File: src/rtl/comm_pkg.sv
package comm_pkg;

   typedef enum logic [2:0] {
      ST_ALIGN = 3'd0,
      ST_ZERO  = 3'd1,
      ST_A     = 3'd2,
      ST_B     = 3'd3,
      ST_C     = 3'd4,
      ST_D     = 3'd5,
      ST_E     = 3'd6,
      ST_F     = 3'd7
   } step_e;

   typedef struct packed {
      logic [2:0] lo;
      logic [2:0] hi;
      logic [1:0] sel;
      logic       vld;
   } drive_t;

   localparam drive_t ALIGN_DRIVE = '{lo: 3'b010, hi: 3'b101, sel: 2'd0, vld: 1'b0};

   function automatic step_e next_step(step_e s);
      case (s)
         ST_ALIGN: return ST_ZERO;
         ST_ZERO:  return ST_A;
         ST_A:     return ST_B;
         ST_B:     return ST_C;
         ST_C:     return ST_D;
         ST_D:     return ST_E;
         ST_E:     return ST_F;
         default:  return ST_A;
      endcase
   endfunction

   function automatic drive_t step_drive(step_e s);
      case (s)
         ST_A:    return '{lo: 3'b100, hi: 3'b001, sel: 2'd2, vld: 1'b1};
         ST_B:    return '{lo: 3'b100, hi: 3'b010, sel: 2'd1, vld: 1'b1};
         ST_C:    return '{lo: 3'b001, hi: 3'b010, sel: 2'd3, vld: 1'b1};
         ST_D:    return '{lo: 3'b001, hi: 3'b100, sel: 2'd2, vld: 1'b1};
         ST_E:    return '{lo: 3'b010, hi: 3'b100, sel: 2'd1, vld: 1'b1};
         ST_F:    return '{lo: 3'b010, hi: 3'b001, sel: 2'd3, vld: 1'b1};
         default: return ALIGN_DRIVE;
      endcase
   endfunction

endpackage

File: src/rtl/comm_tick_sync.sv
module comm_tick_sync #(
   parameter int STAGES = 2
) (
   input  logic clk,
   input  logic rst_n,
   input  logic tick_i,
   output logic rise_o
);
   localparam int LAST = STAGES;

   logic [LAST:0] chain_q;

   always_ff @(posedge clk or negedge rst_n) begin
      if (!rst_n) begin
         chain_q <= '0;
      end else begin
         chain_q <= {chain_q[LAST-1:0], tick_i};
      end
   end

   assign rise_o = chain_q[LAST-1] & ~chain_q[LAST];
endmodule

File: src/rtl/comm_step_fsm.sv
module comm_step_fsm
   import comm_pkg::*;
#(
   parameter int HOLD_MAX = 16
) (
   input  logic  clk,
   input  logic  rst_n,
   input  logic  adv_i,
   input  logic  p3_drv_i,
   input  logic  hs3_off_i,
   output step_e step_o,
   output logic  hold_o,
   output logic  fault_o
);
   localparam int CNT_W = $clog2(HOLD_MAX + 1);
   localparam logic [CNT_W-1:0] CNT_LAST = CNT_W'(HOLD_MAX - 1);

   step_e            step_q;
   logic             hold_q;
   logic             fault_q;
   logic [CNT_W-1:0] cnt_q;
   logic             released;

   assign released = !p3_drv_i && hs3_off_i;

   always_ff @(posedge clk or negedge rst_n) begin
      if (!rst_n) begin
         step_q  <= ST_ALIGN;
         hold_q  <= 1'b0;
         fault_q <= 1'b0;
         cnt_q   <= '0;
      end else begin
         if (adv_i) begin
            step_q <= next_step(step_q);
         end
         if (adv_i && step_q == ST_ZERO) begin
            hold_q <= 1'b1;
            cnt_q  <= '0;
         end else if (hold_q) begin
            if (released) begin
               hold_q <= 1'b0;
            end else if (cnt_q == CNT_LAST) begin
               hold_q  <= 1'b0;
               fault_q <= 1'b1;
            end else begin
               cnt_q <= cnt_q + 1'b1;
            end
         end
      end
   end

   assign step_o  = step_q;
   assign hold_o  = hold_q;
   assign fault_o = fault_q;
endmodule

File: src/rtl/comm_drive_map.sv
module comm_drive_map
   import comm_pkg::*;
(
   input  logic       clk,
   input  logic       rst_n,
   input  step_e      step_i,
   input  logic       hold_i,
   input  logic       fault_i,
   input  logic       pwr_en_i,
   output logic [2:0] lo_o,
   output logic [2:0] hi_o,
   output logic [1:0] sel_o,
   output logic       vld_o
);
   drive_t d_next;
   drive_t d_q;

   always_comb begin
      d_next = step_drive(step_i);
      if (hold_i || fault_i) begin
         d_next.lo[2] = 1'b0;
      end
      if (!pwr_en_i) begin
         d_next.lo = 3'b000;
         d_next.hi = 3'b000;
      end
   end

   always_ff @(posedge clk or negedge rst_n) begin
      if (!rst_n) begin
         d_q <= ALIGN_DRIVE;
      end else begin
         d_q <= d_next;
      end
   end

   assign lo_o  = d_q.lo;
   assign hi_o  = d_q.hi;
   assign sel_o = d_q.sel;
   assign vld_o = d_q.vld;
endmodule

File: src/rtl/bldc_six_step.sv
module bldc_six_step
   import comm_pkg::*;
#(
   parameter int SYNC_STAGES = 2,
   parameter int HOLD_MAX    = 16
) (
   input  logic       clk,
   input  logic       rst_n,
   input  logic       comm_tick_i,
   input  logic       pwr_en_i,
   input  logic       hs3_off_i,
   input  logic       tach_cmp_i,
   output logic [2:0] lo_en_o,
   output logic [2:0] hi_en_o,
   output logic [1:0] smp_sel_o,
   output logic       smp_vld_o,
   output logic       tach_o,
   output logic       hold_fault_o
);
   generate
      if (SYNC_STAGES < 2) begin : g_bad_sync
         $error("SYNC_STAGES must be at least 2");
      end
      if (HOLD_MAX < 2) begin : g_bad_hold
         $error("HOLD_MAX must be at least 2");
      end
   endgenerate

   logic  adv;
   step_e step;
   logic  hold;

   comm_tick_sync #(.STAGES(SYNC_STAGES)) u_sync (
      .clk    (clk),
      .rst_n  (rst_n),
      .tick_i (comm_tick_i),
      .rise_o (adv)
   );

   comm_step_fsm #(.HOLD_MAX(HOLD_MAX)) u_fsm (
      .clk       (clk),
      .rst_n     (rst_n),
      .adv_i     (adv),
      .p3_drv_i  (hi_en_o[2]),
      .hs3_off_i (hs3_off_i),
      .step_o    (step),
      .hold_o    (hold),
      .fault_o   (hold_fault_o)
   );

   comm_drive_map u_map (
      .clk      (clk),
      .rst_n    (rst_n),
      .step_i   (step),
      .hold_i   (hold),
      .fault_i  (hold_fault_o),
      .pwr_en_i (pwr_en_i),
      .lo_o     (lo_en_o),
      .hi_o     (hi_en_o),
      .sel_o    (smp_sel_o),
      .vld_o    (smp_vld_o)
   );

   assign tach_o = pwr_en_i ? comm_tick_i : tach_cmp_i;
endmodule

File: config.mk
export PLATFORM = sky130hd
export DESIGN_NAME = bldc_six_step
export DESIGN_NICKNAME = d
export VERILOG_FILES = /design/src/rtl/comm_pkg.sv /design/src/rtl/comm_tick_sync.sv /design/src/rtl/comm_step_fsm.sv /design/src/rtl/comm_drive_map.sv /design/src/rtl/bldc_six_step.sv
export SDC_FILE = /design/constraint.sdc
export NUM_CORES = 1
export LEC_CHECK = 0
export BUFFER_PORTS_ARGS = -buffer_cell sky130_fd_sc_hd__buf_2
export CAP_MARGIN = 20
export CORE_ASPECT_RATIO = 0.8
export CORE_MARGIN = 2
export CORE_UTILIZATION = 56
export CTS_BUF_LIST = sky130_fd_sc_hd__clkbuf_8
export DETAILED_ROUTE_END_ITERATION = 10
export GPL_ROUTABILITY_DRIVEN = 0
export PLACE_DENSITY_LB_ADDON = 0.08
export SYNTH_ARGS = -nofsm -noshare
export SYNTH_HDL_FRONTEND = slang
export SYNTH_HIERARCHICAL = 1
export SYNTH_SLANG_ARGS = --single-unit
File: constraint.sdc
create_clock -name clk -period 2.4 [get_ports clk]
set_input_delay 0.48 -clock clk [delete_from_list [all_inputs] [get_ports clk]]
set_output_delay 0.48 -clock clk [all_outputs]
set_load 0.02 [all_outputs]
==> impl_metrics.prom <==
# TYPE chip_impl_metric gauge
chip_impl_metric{name="placed_area",unit="µm²"} 1047
chip_impl_metric{name="track_usage",unit="%"} 19.70
chip_impl_metric{name="clk_transition_reported_paths",unit="ps"} 70
chip_impl_metric{name="timing.setup.tns",unit="ps"} 0
chip_impl_metric{name="layout_worst_path_cycle_share",unit="%"} 79.87
chip_impl_metric{name="reg2reg_depth",unit=""} 6
chip_impl_metric{name="grt_pass1_wl",unit="µm"} 2760
chip_impl_metric{name="routed_wl",unit="µm"} 1651
chip_impl_metric{name="postLayoutCellArea",unit="µm²"} 1102
chip_impl_metric{name="yosysTopAreaCellShare",unit="%"} 49.74
chip_impl_metric{name="timing_hold_violations_final",unit=""} 0
chip_impl_metric{name="place.detailed.instances",unit=""} 117
chip_impl_metric{name="via_count",unit=""} 667
chip_impl_metric{name="area_delta_synth_final",unit="%"} 15.31
chip_impl_metric{name="number_of_synthesized_flops_with_an_enable_pin",unit=""} 0
chip_impl_metric{name="netlist-cell-type-count",unit=""} 32
chip_impl_info{name="setup.worst_path.class",value="reg -> reg"} 1
chip_impl_metric{name="cts_made_buffers",unit=""} 3
chip_impl_metric{name="cts.sinks",unit=""} 22
chip_impl_info{name="outcome",value="completed"} 1
chip_impl_metric{name="cp.required",unit="ps"} 2580
chip_impl_metric{name="mappedNetlistArea",unit="µm²"} 955.9
chip_impl_metric{name="detail_route.first_pass.iterations",unit=""} 4
chip_impl_metric{name="antenna-diode-count",unit=""} 0
chip_impl_metric{name="die_x",unit="µm"} 50.19
chip_impl_metric{name="antenna_left",unit=""} 0
chip_impl_metric{name="setup_repair_bufs_after_cts",unit=""} 0
chip_impl_metric{name="htreeDepth",unit=""} 1
chip_impl_metric{name="fin_util",unit="%"} 68.45
chip_impl_metric{name="ir_worst_vdd",unit="mV"} 0.6201
chip_impl_metric{name="synthesis.nets",unit=""} 89
chip_impl_info{name="ys_dominant_reg_cell",value="dfrtp_1"} 1
chip_impl_metric{name="fmax",unit="MHz"} 521.7
chip_impl_metric{name="worst-path-max-fanout",unit=""} 10
chip_impl_info{name="cts_tree",value="built"} 1
chip_impl_metric{name="fraction_of_final_layout_cells_sized_beyond_drive_strength_1",unit="%"} 29.29
chip_impl_metric{name="ys_seq_elements",unit=""} 22
chip_impl_metric{name="drcViolationCount",unit=""} 0
chip_impl_metric{name="viasPerCell",unit=""} 5.512
chip_impl_info{name="worst_setup_path_start_kind",value="register"} 1
chip_impl_metric{name="post-place-ws",unit="ps"} 496.9
chip_impl_info{name="netlist_top_cells_count",value="dfrtp_1 (19), nand2_1 (9), nand2b_1 (6)"} 1
chip_impl_metric{name="timing_worst_slew_pin_value",unit="ps"} 587.1
chip_impl_metric{name="grt_max_degree",unit=""} 23
chip_impl_metric{name="cts.repair.resized",unit=""} 0
chip_impl_info{name="rsz0062_at_grt",value="no"} 1
chip_impl_metric{name="maxSlewHeadroom",unit="%"} 60.56
chip_impl_info{name="post_synth_main_area_contributors",value="dfrtp_1 (50%), dfstp_2 (8.2%), nand2b_1 (3.9%)"} 1
chip_impl_metric{name="nNetsFinal",unit=""} 108
chip_impl_metric{name="core.rowCount",unit=""} 13
chip_impl_metric{name="dp_hpwl",unit="µm"} 1109
chip_impl_metric{name="wl_per_cell",unit="µm"} 13.64
chip_impl_info{name="clock-root-buffer",value="clkbuf_8"} 1
chip_impl_metric{name="fin_total_pwr",unit="mW"} 1.282
chip_impl_metric{name="min_hold_slack",unit="ps"} 170.1
chip_impl_metric{name="power.leakage",unit="nW"} 0.5135
chip_impl_metric{name="timing.max_cap.violations",unit=""} 0
chip_impl_metric{name="placeableCoreArea",unit="µm²"} 1610
chip_impl_metric{name="num-fill-cells",unit=""} 133
chip_impl_metric{name="die_area",unit="µm²"} 2056
chip_impl_metric{name="synth_sequential_area_ratio",unit="%"} 57.98
chip_impl_metric{name="clock_insertion_delay_worst_skew",unit="ps"} 260
chip_impl_metric{name="worstPathArrival",unit="ps"} 2100
chip_impl_metric{name="setup_viol",unit=""} 0
chip_impl_metric{name="clock-skew-final",unit="ps"} 2.551
chip_impl_metric{name="synth-warning-count",unit=""} 6
chip_impl_metric{name="number_of_antenna_violations_at_the_first_check_in_global_routing",unit=""} 0
chip_impl_metric{name="timing_max_transition_violations_final",unit=""} 0
chip_impl_metric{name="top_level_ports",unit=""} 17
chip_impl_metric{name="io_buf_count",unit=""} 16
chip_impl_metric{name="power_per_cell_area",unit="nW/µm²"} 1163
chip_impl_info{name="synthDominantAreaCellType",value="dfrtp_1"} 1
chip_impl_metric{name="first_global_vias",unit=""} 622
chip_impl_info{name="min-delay-path-class",value="in -> async"} 1
chip_impl_metric{name="post_layout_nonfiller_instances",unit=""} 121
chip_impl_metric{name="cts_hold_buf",unit=""} 0
chip_impl_info{name="synth.most_common_cell",value="dfrtp_1"} 1
chip_impl_metric{name="final.setup.worst_slack",unit="ps"} 483.1
chip_impl_metric{name="post_synth_inst_count",unit=""} 81
chip_impl_metric{name="detailedRoute.firstIterationViolations",unit=""} 4
chip_impl_info{name="worstSetupEndpointType",value="register"} 1
chip_impl_metric{name="grt-ovfl-total",unit=""} 0
chip_impl_metric{name="die_y",unit="µm"} 40.96
chip_impl_metric{name="post_layout_minimum_cycle_time",unit="ps"} 1917
chip_impl_metric{name="avgSynthCellArea",unit="µm²"} 11.80
chip_impl_metric{name="synthArstFlopShare",unit="%"} 100.0
chip_impl_metric{name="cts-root-to-sink-buffers",unit=""} 2
chip_impl_metric{name="initial_utilization",unit="%"} 59.36
[layout by cell type, fill, tap and decap left out, drive strengths merged, types with 3 or more instances in the layout]
| cell type | count |
|---|---|
| nand2 | 9 |
| nand2b | 7 |
| a21oi | 5 |
| clkbuf | 4 |
| dfrtp | 19 |
| o21ai | 4 |
| nor2 | 3 |
| mux2i | 3 |
| dfstp | 3 |
| buf | 16 |
[power breakdown]
| group | internal (mW) | switching, mW | total (mW) |
|---|---|---|---|
| Clock | 0.146 | 0.110 | 0.255 |
| Sequential | 0.511 | 0.118 | 0.628 |
| Combinational | 0.170 | 0.229 | 0.398 |
| Total | 0.826 | 0.456 | 1.28 |
[registers in the layout, summed over array words and instances (netlist names)]
register / count
u_fsm/cnt_q: 5
u_map/sel_o: 2
u_sync/chain_q: 3
u_map/vld_o: 1
u_map/hi_o: 3
u_fsm/hold_o: 1
u_fsm/fault_o: 1
u_map/lo_o: 3
u_fsm/step_o: 3
[worst max-delay path, cell delays in order (launching register included)]
cell and delay (ps):
dfrtp_1 400, ha_1 210, and3_1 180, ha_1 200
nand2b_4 180, or4_1 500, a21oi_1 170
[layout make-up]
class                      count  area (µm²)  area share [%]
clock buffer                   4       55.05           4.994
inverter                       2       7.507          0.6810
multi-input combinational     55       377.9           34.28
sequential                    22       554.3           50.28
tap                           22       27.53           2.497
timing repair buffer          16       80.08           7.264
[per-layer routing]
layer  wire (µm)  up-vias  GRT usage, %
met5           0        -             0
met4          31        0         8.333
met3          86        6         6.569
met2         803       23         34.54
met1         730      321         23.02
li1            -      317             -
[logic make-up (layout without fill, tap and decap cells)]
kind of cell / count (synthesis) / in the layout / share of synthesized area, %
mux: 4 / 4 / 4.712
xor+xnor: 3 / 3 / 2.749
flops: 22 / 22 / 57.99
fa+ha+maj: 2 / 2 / 2.617
compound gates: 13 / 13 / 7.722
buf+inv: 4 / 22 / 2.487
simple gates: 33 / 33 / 21.73
[worst paths after layout]
path | from | endpoint | slack [ps]
min in group clk | comm_tick_i | u_sync/chain_q[0] | 350
max reg2reg | u_fsm/cnt_q[0] | u_fsm/cnt_q[3] | 480
min | rst_n | u_fsm/cnt_q[4] | 170
min reg2reg | u_sync/chain_q[0] | u_sync/chain_q[1] | 370
max in group asynchronous | rst_n | u_map/lo_o[1] | 1880
max | u_fsm/cnt_q[0] | u_fsm/cnt_q[3] | 480
Power figures use the tool's default switching activity.
